--- src/rtl/tps_pkg.sv ---
package tps_pkg;

    // Encoding is {hold, restart} so a write maps straight to a state.
    typedef enum logic [1:0] {
        ST_RUN   = 2'b00,
        ST_PULSE = 2'b01,
        ST_ARMED = 2'b10,
        ST_HOLD  = 2'b11
    } ctl_state_t;

    typedef enum logic [2:0] {
        CS_OFF      = 3'b000,
        CS_SYS      = 3'b001,
        CS_D8       = 3'b010,
        CS_D64      = 3'b011,
        CS_D256     = 3'b100,
        CS_D1024    = 3'b101,
        CS_EXT_FALL = 3'b110,
        CS_EXT_RISE = 3'b111
    } csel_t;

    localparam int NUM_TAPS = 4;

    // log2 of each divide ratio, tap index 0..3
    function automatic int tap_log2(input int idx);
        case (idx)
            0:       return 3;
            1:       return 6;
            2:       return 8;
            default: return 10;
        endcase
    endfunction

endpackage

--- src/rtl/tps_ctrl_fsm.sv ---
module tps_ctrl_fsm
    import tps_pkg::*;
(
    input  logic clk,
    input  logic rst_n,
    input  logic wr_hit,
    input  logic wr_hold,
    input  logic wr_restart,
    output logic hold_q,
    output logic restart_q
);

    ctl_state_t state, state_n;

    always_ff @(posedge clk or negedge rst_n) begin
        if (!rst_n) state <= ST_RUN;
        else        state <= state_n;
    end

    always_comb begin
        state_n = state;
        if (wr_hit) begin
            state_n = ctl_state_t'({wr_hold, wr_restart});
        end else begin
            unique case (state)
                ST_RUN:   state_n = ST_RUN;
                ST_PULSE: state_n = ST_RUN;
                ST_ARMED: state_n = ST_ARMED;
                ST_HOLD:  state_n = ST_HOLD;
            endcase
        end
    end

    always_comb begin
        hold_q    = 1'b0;
        restart_q = 1'b0;
        unique case (state)
            ST_RUN:   begin hold_q = 1'b0; restart_q = 1'b0; end
            ST_PULSE: begin hold_q = 1'b0; restart_q = 1'b1; end
            ST_ARMED: begin hold_q = 1'b1; restart_q = 1'b0; end
            ST_HOLD:  begin hold_q = 1'b1; restart_q = 1'b1; end
        endcase
    end

endmodule

--- src/rtl/tps_div.sv ---
module tps_div
    import tps_pkg::*;
#(
    parameter int CNT_W = 10
) (
    input  logic                clk,
    input  logic                rst_n,
    input  logic                clr,
    output logic [NUM_TAPS-1:0] tap
);

    logic [CNT_W-1:0] cnt;

    always_ff @(posedge clk or negedge rst_n) begin
        if (!rst_n)   cnt <= '0;
        else if (clr) cnt <= '0;
        else          cnt <= cnt + 1'b1;
    end

    for (genvar g = 0; g < NUM_TAPS; g++) begin : g_tap
        localparam int L = tap_log2(g);
        assign tap[g] = &cnt[L-1:0];
    end

endmodule

--- src/rtl/tps_ext_edge.sv ---
module tps_ext_edge #(
    parameter int SYNC_STAGES = 2
) (
    input  logic clk,
    input  logic rst_n,
    input  logic pin,
    output logic rise,
    output logic fall
);

    logic [SYNC_STAGES-1:0] sync_r;
    logic                   hist;

    always_ff @(posedge clk or negedge rst_n) begin
        if (!rst_n) begin
            sync_r <= '0;
            hist   <= 1'b0;
        end else begin
            sync_r <= {sync_r[SYNC_STAGES-2:0], pin};
            hist   <= sync_r[SYNC_STAGES-1];
        end
    end

    assign rise =  sync_r[SYNC_STAGES-1] & ~hist;
    assign fall = ~sync_r[SYNC_STAGES-1] &  hist;

endmodule

--- src/rtl/tmr_prescaler.sv ---
module tmr_prescaler
    import tps_pkg::*;
#(
    parameter int             ADDR_W    = 6,
    parameter logic [ADDR_W-1:0] CTRL_ADDR = 6'h23,
    parameter int             DIV_W     = 10,
    parameter int             SYNC_STG  = 2
) (
    input  logic              clk,
    input  logic              rst_n,
    input  logic              wr_en,
    input  logic [ADDR_W-1:0] addr,
    input  logic [7:0]        wdata,
    output logic [7:0]        rdata,
    input  logic [2:0]        clk_sel,
    input  logic              ext_clk,
    output logic              cnt_en
);

    localparam int HOLD_BIT    = 7;
    localparam int RESTART_BIT = 0;

    logic                hit;
    logic                wr_hit;
    logic                hold_q;
    logic                restart_q;
    logic [NUM_TAPS-1:0] tap;
    logic                ext_rise;
    logic                ext_fall;
    logic                en_raw;

    assign hit    = (addr == CTRL_ADDR);
    assign wr_hit = wr_en & hit;

    tps_ctrl_fsm u_ctrl (
        .clk        (clk),
        .rst_n      (rst_n),
        .wr_hit     (wr_hit),
        .wr_hold    (wdata[HOLD_BIT]),
        .wr_restart (wdata[RESTART_BIT]),
        .hold_q     (hold_q),
        .restart_q  (restart_q)
    );

    tps_div #(.CNT_W(DIV_W)) u_div (
        .clk   (clk),
        .rst_n (rst_n),
        .clr   (restart_q),
        .tap   (tap)
    );

    tps_ext_edge #(.SYNC_STAGES(SYNC_STG)) u_ext (
        .clk   (clk),
        .rst_n (rst_n),
        .pin   (ext_clk),
        .rise  (ext_rise),
        .fall  (ext_fall)
    );

    always_comb begin
        en_raw = 1'b0;
        unique case (csel_t'(clk_sel))
            CS_OFF:      en_raw = 1'b0;
            CS_SYS:      en_raw = 1'b1;
            CS_D8:       en_raw = tap[0];
            CS_D64:      en_raw = tap[1];
            CS_D256:     en_raw = tap[2];
            CS_D1024:    en_raw = tap[3];
            CS_EXT_FALL: en_raw = ext_fall;
            CS_EXT_RISE: en_raw = ext_rise;
        endcase
    end

    assign cnt_en = en_raw & ~restart_q;

    always_comb begin
        rdata = 8'h00;
        if (hit) begin
            rdata[HOLD_BIT]    = hold_q;
            rdata[RESTART_BIT] = restart_q;
        end
    end

endmodule

--- config.mk ---
export PLATFORM = sky130hd
export DESIGN_NAME = tmr_prescaler
export DESIGN_NICKNAME = d
export VERILOG_FILES = /design/src/rtl/tps_pkg.sv /design/src/rtl/tps_ctrl_fsm.sv /design/src/rtl/tps_div.sv /design/src/rtl/tps_ext_edge.sv /design/src/rtl/tmr_prescaler.sv
export SDC_FILE = /design/constraint.sdc
export NUM_CORES = 1
export LEC_CHECK = 0
export CAP_MARGIN = 20
export CORE_MARGIN = 5
export CORE_UTILIZATION = 41
export CTS_CLUSTER_DIAMETER = 60
export DETAILED_ROUTE_END_ITERATION = 12
export HOLD_SLACK_MARGIN = 0.06
export PLACE_DENSITY = 0.77
export SYNTH_ARGS = -nofsm -noshare
export SYNTH_HDL_FRONTEND = slang
export SYNTH_SLANG_ARGS = --single-unit
export TNS_END_PERCENT = 20
--- constraint.sdc ---
create_clock -name clk -period 2 [get_ports clk]
set_clock_uncertainty 0.2 [all_clocks]
set_input_delay 0.4 -clock clk [delete_from_list [all_inputs] [get_ports clk]]
set_output_delay 0.4 -clock clk [all_outputs]
set_load 0.02 [all_outputs]
==> flow_metrics.py <==
metrics = {
    "logic_synthesis": {
        "post_synth_most_frequent_cells": "sky130_fd_sc_hd__dfrtp_1 (15), sky130_fd_sc_hd__nand2_1 (7), sky130_fd_sc_hd__buf_4 (6), sky130_fd_sc_hd__nor2_1 (6), sky130_fd_sc_hd__a21oi_1 (5)",
        "share_of_yosys_cell_area_claimed_by_the_top_area_cell_type": 0.503,
        "synthesis.instances": 74,
        "syn-mean-instance-area_um2": 10.1,
        "synth-main-ff-cell": "sky130_fd_sc_hd__dfrtp_1",
        "synth_adder_area_share": 0.0335,
        "flip_flop_and_latch_count_after_synthesis": 15,
        "synthXorXnorAreaFrac": 0.0469,
        "asyncSetResetFlopFracSynth": 1.00,
        "yosysTopAreaCell": "sky130_fd_sc_hd__dfrtp_1",
        "synth.most_common_cell": "sky130_fd_sc_hd__dfrtp_1",
        "synth.mux.area_fraction": 0.0201,
        "synth_enable_flop_cells": 0,
        "synthSimpleGateAreaFrac": 0.221,
        "synth_sequential_area_ratio": 0.503,
        "mappedNetlistArea_um2": 747,
        "post_synth_num_cell_types": 28,
        "synth_top_family_by_area": "simple AND/OR/NAND/NOR gates",
        "post_synthesis_compound_gate_area_fraction": 0.106,
        "post_synth_main_area_contributors": "sky130_fd_sc_hd__dfrtp_1 (50%), sky130_fd_sc_hd__buf_4 (6.0%), sky130_fd_sc_hd__nand2_1 (3.5%), sky130_fd_sc_hd__a21oi_1 (3.4%), sky130_fd_sc_hd__ha_1 (3.4%)",
        "ys_warn_count": 0,
    },
    "worst_setup_path": {
        "r2r_cells": 5,
        "setup.worst_path.start_class": "flip-flop",
        "crit_arrival_ps": 1570,
        "required_ps": 1400,
        "rrSetupSlack_ps": 400,
        "critPathMaxFanout": 4,
        "worst_r2r_src": "u_div.cnt[0]",
        "endpoint": "cnt_en",
        "timing.setup.critical_path_class": "flip-flop to output port",
        "rr_endpoint": "u_div.cnt[7]",
        "worstSetupStartpoint": "u_div.cnt[1]",
        "worst_setup_path_end_kind": "output port",
    },
    "route": {
        "routed_via_density": 4.82,
        "postRouteAntennaNets": 0,
        "routed_wire_length_per_instance_um": 11.3,
        "vias": 656,
        "route.detailed.drc": 0,
        "route.final.wire_length_um": 1540,
        "initial_drt_markers": 6,
        "drt-pass1-iter-count": 2,
    },
    "cts": {
        "buffer_cell_driving_the_clock_tree_root": "sky130_fd_sc_hd__clkbuf_4",
        "tritoncts": "built",
        "cts_made_buffers": 3,
        "clock_latency_ps": 290,
        "cts.htree.levels": 1,
        "clock_sinks": 15,
        "clk_path_buf_depth": 2,
        "cts_hold_buffers": 0,
        "path_clk_slew_ps": 80,
    },
    "floorplanning": {
        "placement_rows": 15,
        "fp.dieH_um": 52.7,
        "core-area_mm2": 0.00173,
        "fp.dieArea_mm2": 0.00278,
        "design.portCount": 30,
        "initial_util": 0.433,
        "die_w_um": 52.7,
    },
    "timing": {
        "fmax_mhz": 462,
        "whs_ps": 152,
        "timing.final.crit_share": 1.08,
        "finalWorstSetupSlack_ps": -166,
        "hold_violations": 0,
        "final_max_slew_viol_count": 0,
        "setup_viol_count_final": 1,
        "totalNegativeSetupSlack_ps": -166,
        "final.min_clock_period_ps": 2170,
        "grt_setup_unrepaired": "yes",
    },
    "cells_and_area": {
        "final_core_utilization": 0.648,
        "fin_area_mm2": 0.00112,
        "area_growth_pct": 49.7,
        "final_layout_size_suffix_gt1_frac": 0.324,
        "ff_latch_area_um2": 375,
        "nets": 135,
        "number_of_antenna_diodes": 0,
        "fin_cells": 136,
        "area_used_by_multi_input_combinational_logic_um2": 388,
        "number_of_fill_cells": 152,
    },
    "global_route": {
        "largest_net_degree_at_the_start_of_global_routing": 16,
        "antenna_violations_before_repair": 0,
        "via_count_of_the_first_global_routing_pass": 669,
        "global_route.usage.total": 0.138,
        "grt_first_pass_wirelength_um": 2700,
        "grt_overflow_total": 0,
    },
    "power_and_ir_drop": {
        "power_per_cell_area_mw_per_mm2": 895,
        "totalPowerFinal_mw": 1.00,
        "irDropWorstVdd_v": 0.000398,
        "power.static_leakage_nw": 0.505,
    },
    "placement": {
        "gp_congestion": 0.736,
        "detailed_place.area_mm2": 0.00104,
        "number_of_port_buffers": 17,
        "preCtsSetupSlack_ps": -702,
        "dpl.hpwl_um": 1160,
        "placedCellCount": 130,
    },
    "worst_hold_path": {
        "hold_path_class": "flip-flop to flip-flop",
        "holdPathStages": 0,
    },
    "flow_run": {
        "max-cap-violations": 0,
    },
    "run_status": {
        "outcome": "complete, but fails checks",
        "failed_checks": "negative setup slack",
    },
}
==> routing by layer <==
metal / up-vias / track usage / part of all wire
met5: - / 0 / 0
met4: 0 / 0.102 / 0.036
met3: 5 / 0.0342 / 0.080
met2: 24 / 0.242 / 0.49
met1: 307 / 0.139 / 0.40
li1: 320 / - / -
==> layout by cell type (no fill, tap or decap), drive strengths merged, types with 3 or more instances in the layout <==
cell type / instances
dlygate4sd2: 3
nand2: 8
clkdlybuf4s50: 9
a21oi: 5
buf: 21
clkbuf: 4
or3: 3
conb: 6
o21ai: 3
nor2: 6
dfrtp: 15
nand3: 4
==> area by class of cell <==
class,count,share of cell area
multi-input combinational,57,0.347
clock buffer,4,0.0235
tap,25,0.0280
sequential,15,0.336
timing repair buffer,35,0.266
==> registers in the layout (all words and copies together), names as in the netlist <==
signal / count
u_ctrl.state: 2
u_div.cnt: 10
u_ext.sync_r: 2
u_ext.hist: 1
==> worst max-delay path, cell delays in order, from the launching register on <==
cell	delay (ps)
sky130_fd_sc_hd__dfrtp_1	410
sky130_fd_sc_hd__ha_4	190
sky130_fd_sc_hd__ha_4	140
sky130_fd_sc_hd__a21o_1	160
sky130_fd_sc_hd__a21oi_2	150
sky130_fd_sc_hd__a311oi_2	50
sky130_fd_sc_hd__buf_4	170
==> report_power, final <==
part	internal, mW	switching, mW
Sequential	0.378	0.0662
Combinational	0.216	0.171
Clock	0.0777	0.0915
==> worst min path at each step <==
stage,startpoint,to
2_1_floorplan,rst_n,u_ctrl.state[0]
3_3_place_gp,u_ext.sync_r[0],u_ext.sync_r[1]
3_5_place_dp,u_ext.sync_r[0],u_ext.sync_r[1]
4_1_cts,u_ext.sync_r[0],u_ext.sync_r[1]
5_1_grt,u_ext.sync_r[0],u_ext.sync_r[1]
6_report,u_ext.sync_r[0],u_ext.sync_r[1]
==> logic make-up (layout without fill, tap and decap cells) <==
logic type,after synthesis,in the layout
simple gates,31,31
flops,15,15
xor+xnor,4,4
compound gates,13,13
mux,1,1
other cells,1,6
buf+inv,7,39
fa+ha+maj,2,2
==> what timing repair did <==
action / 4_1_cts / 5_1_grt
resized for setup: 30 / 2
buffers inserted: 1 / 1
pin swaps: 7 / 3
endpoints found under the setup margin: 3 / 3
Note: power is estimated with default switching activity, not from simulation.
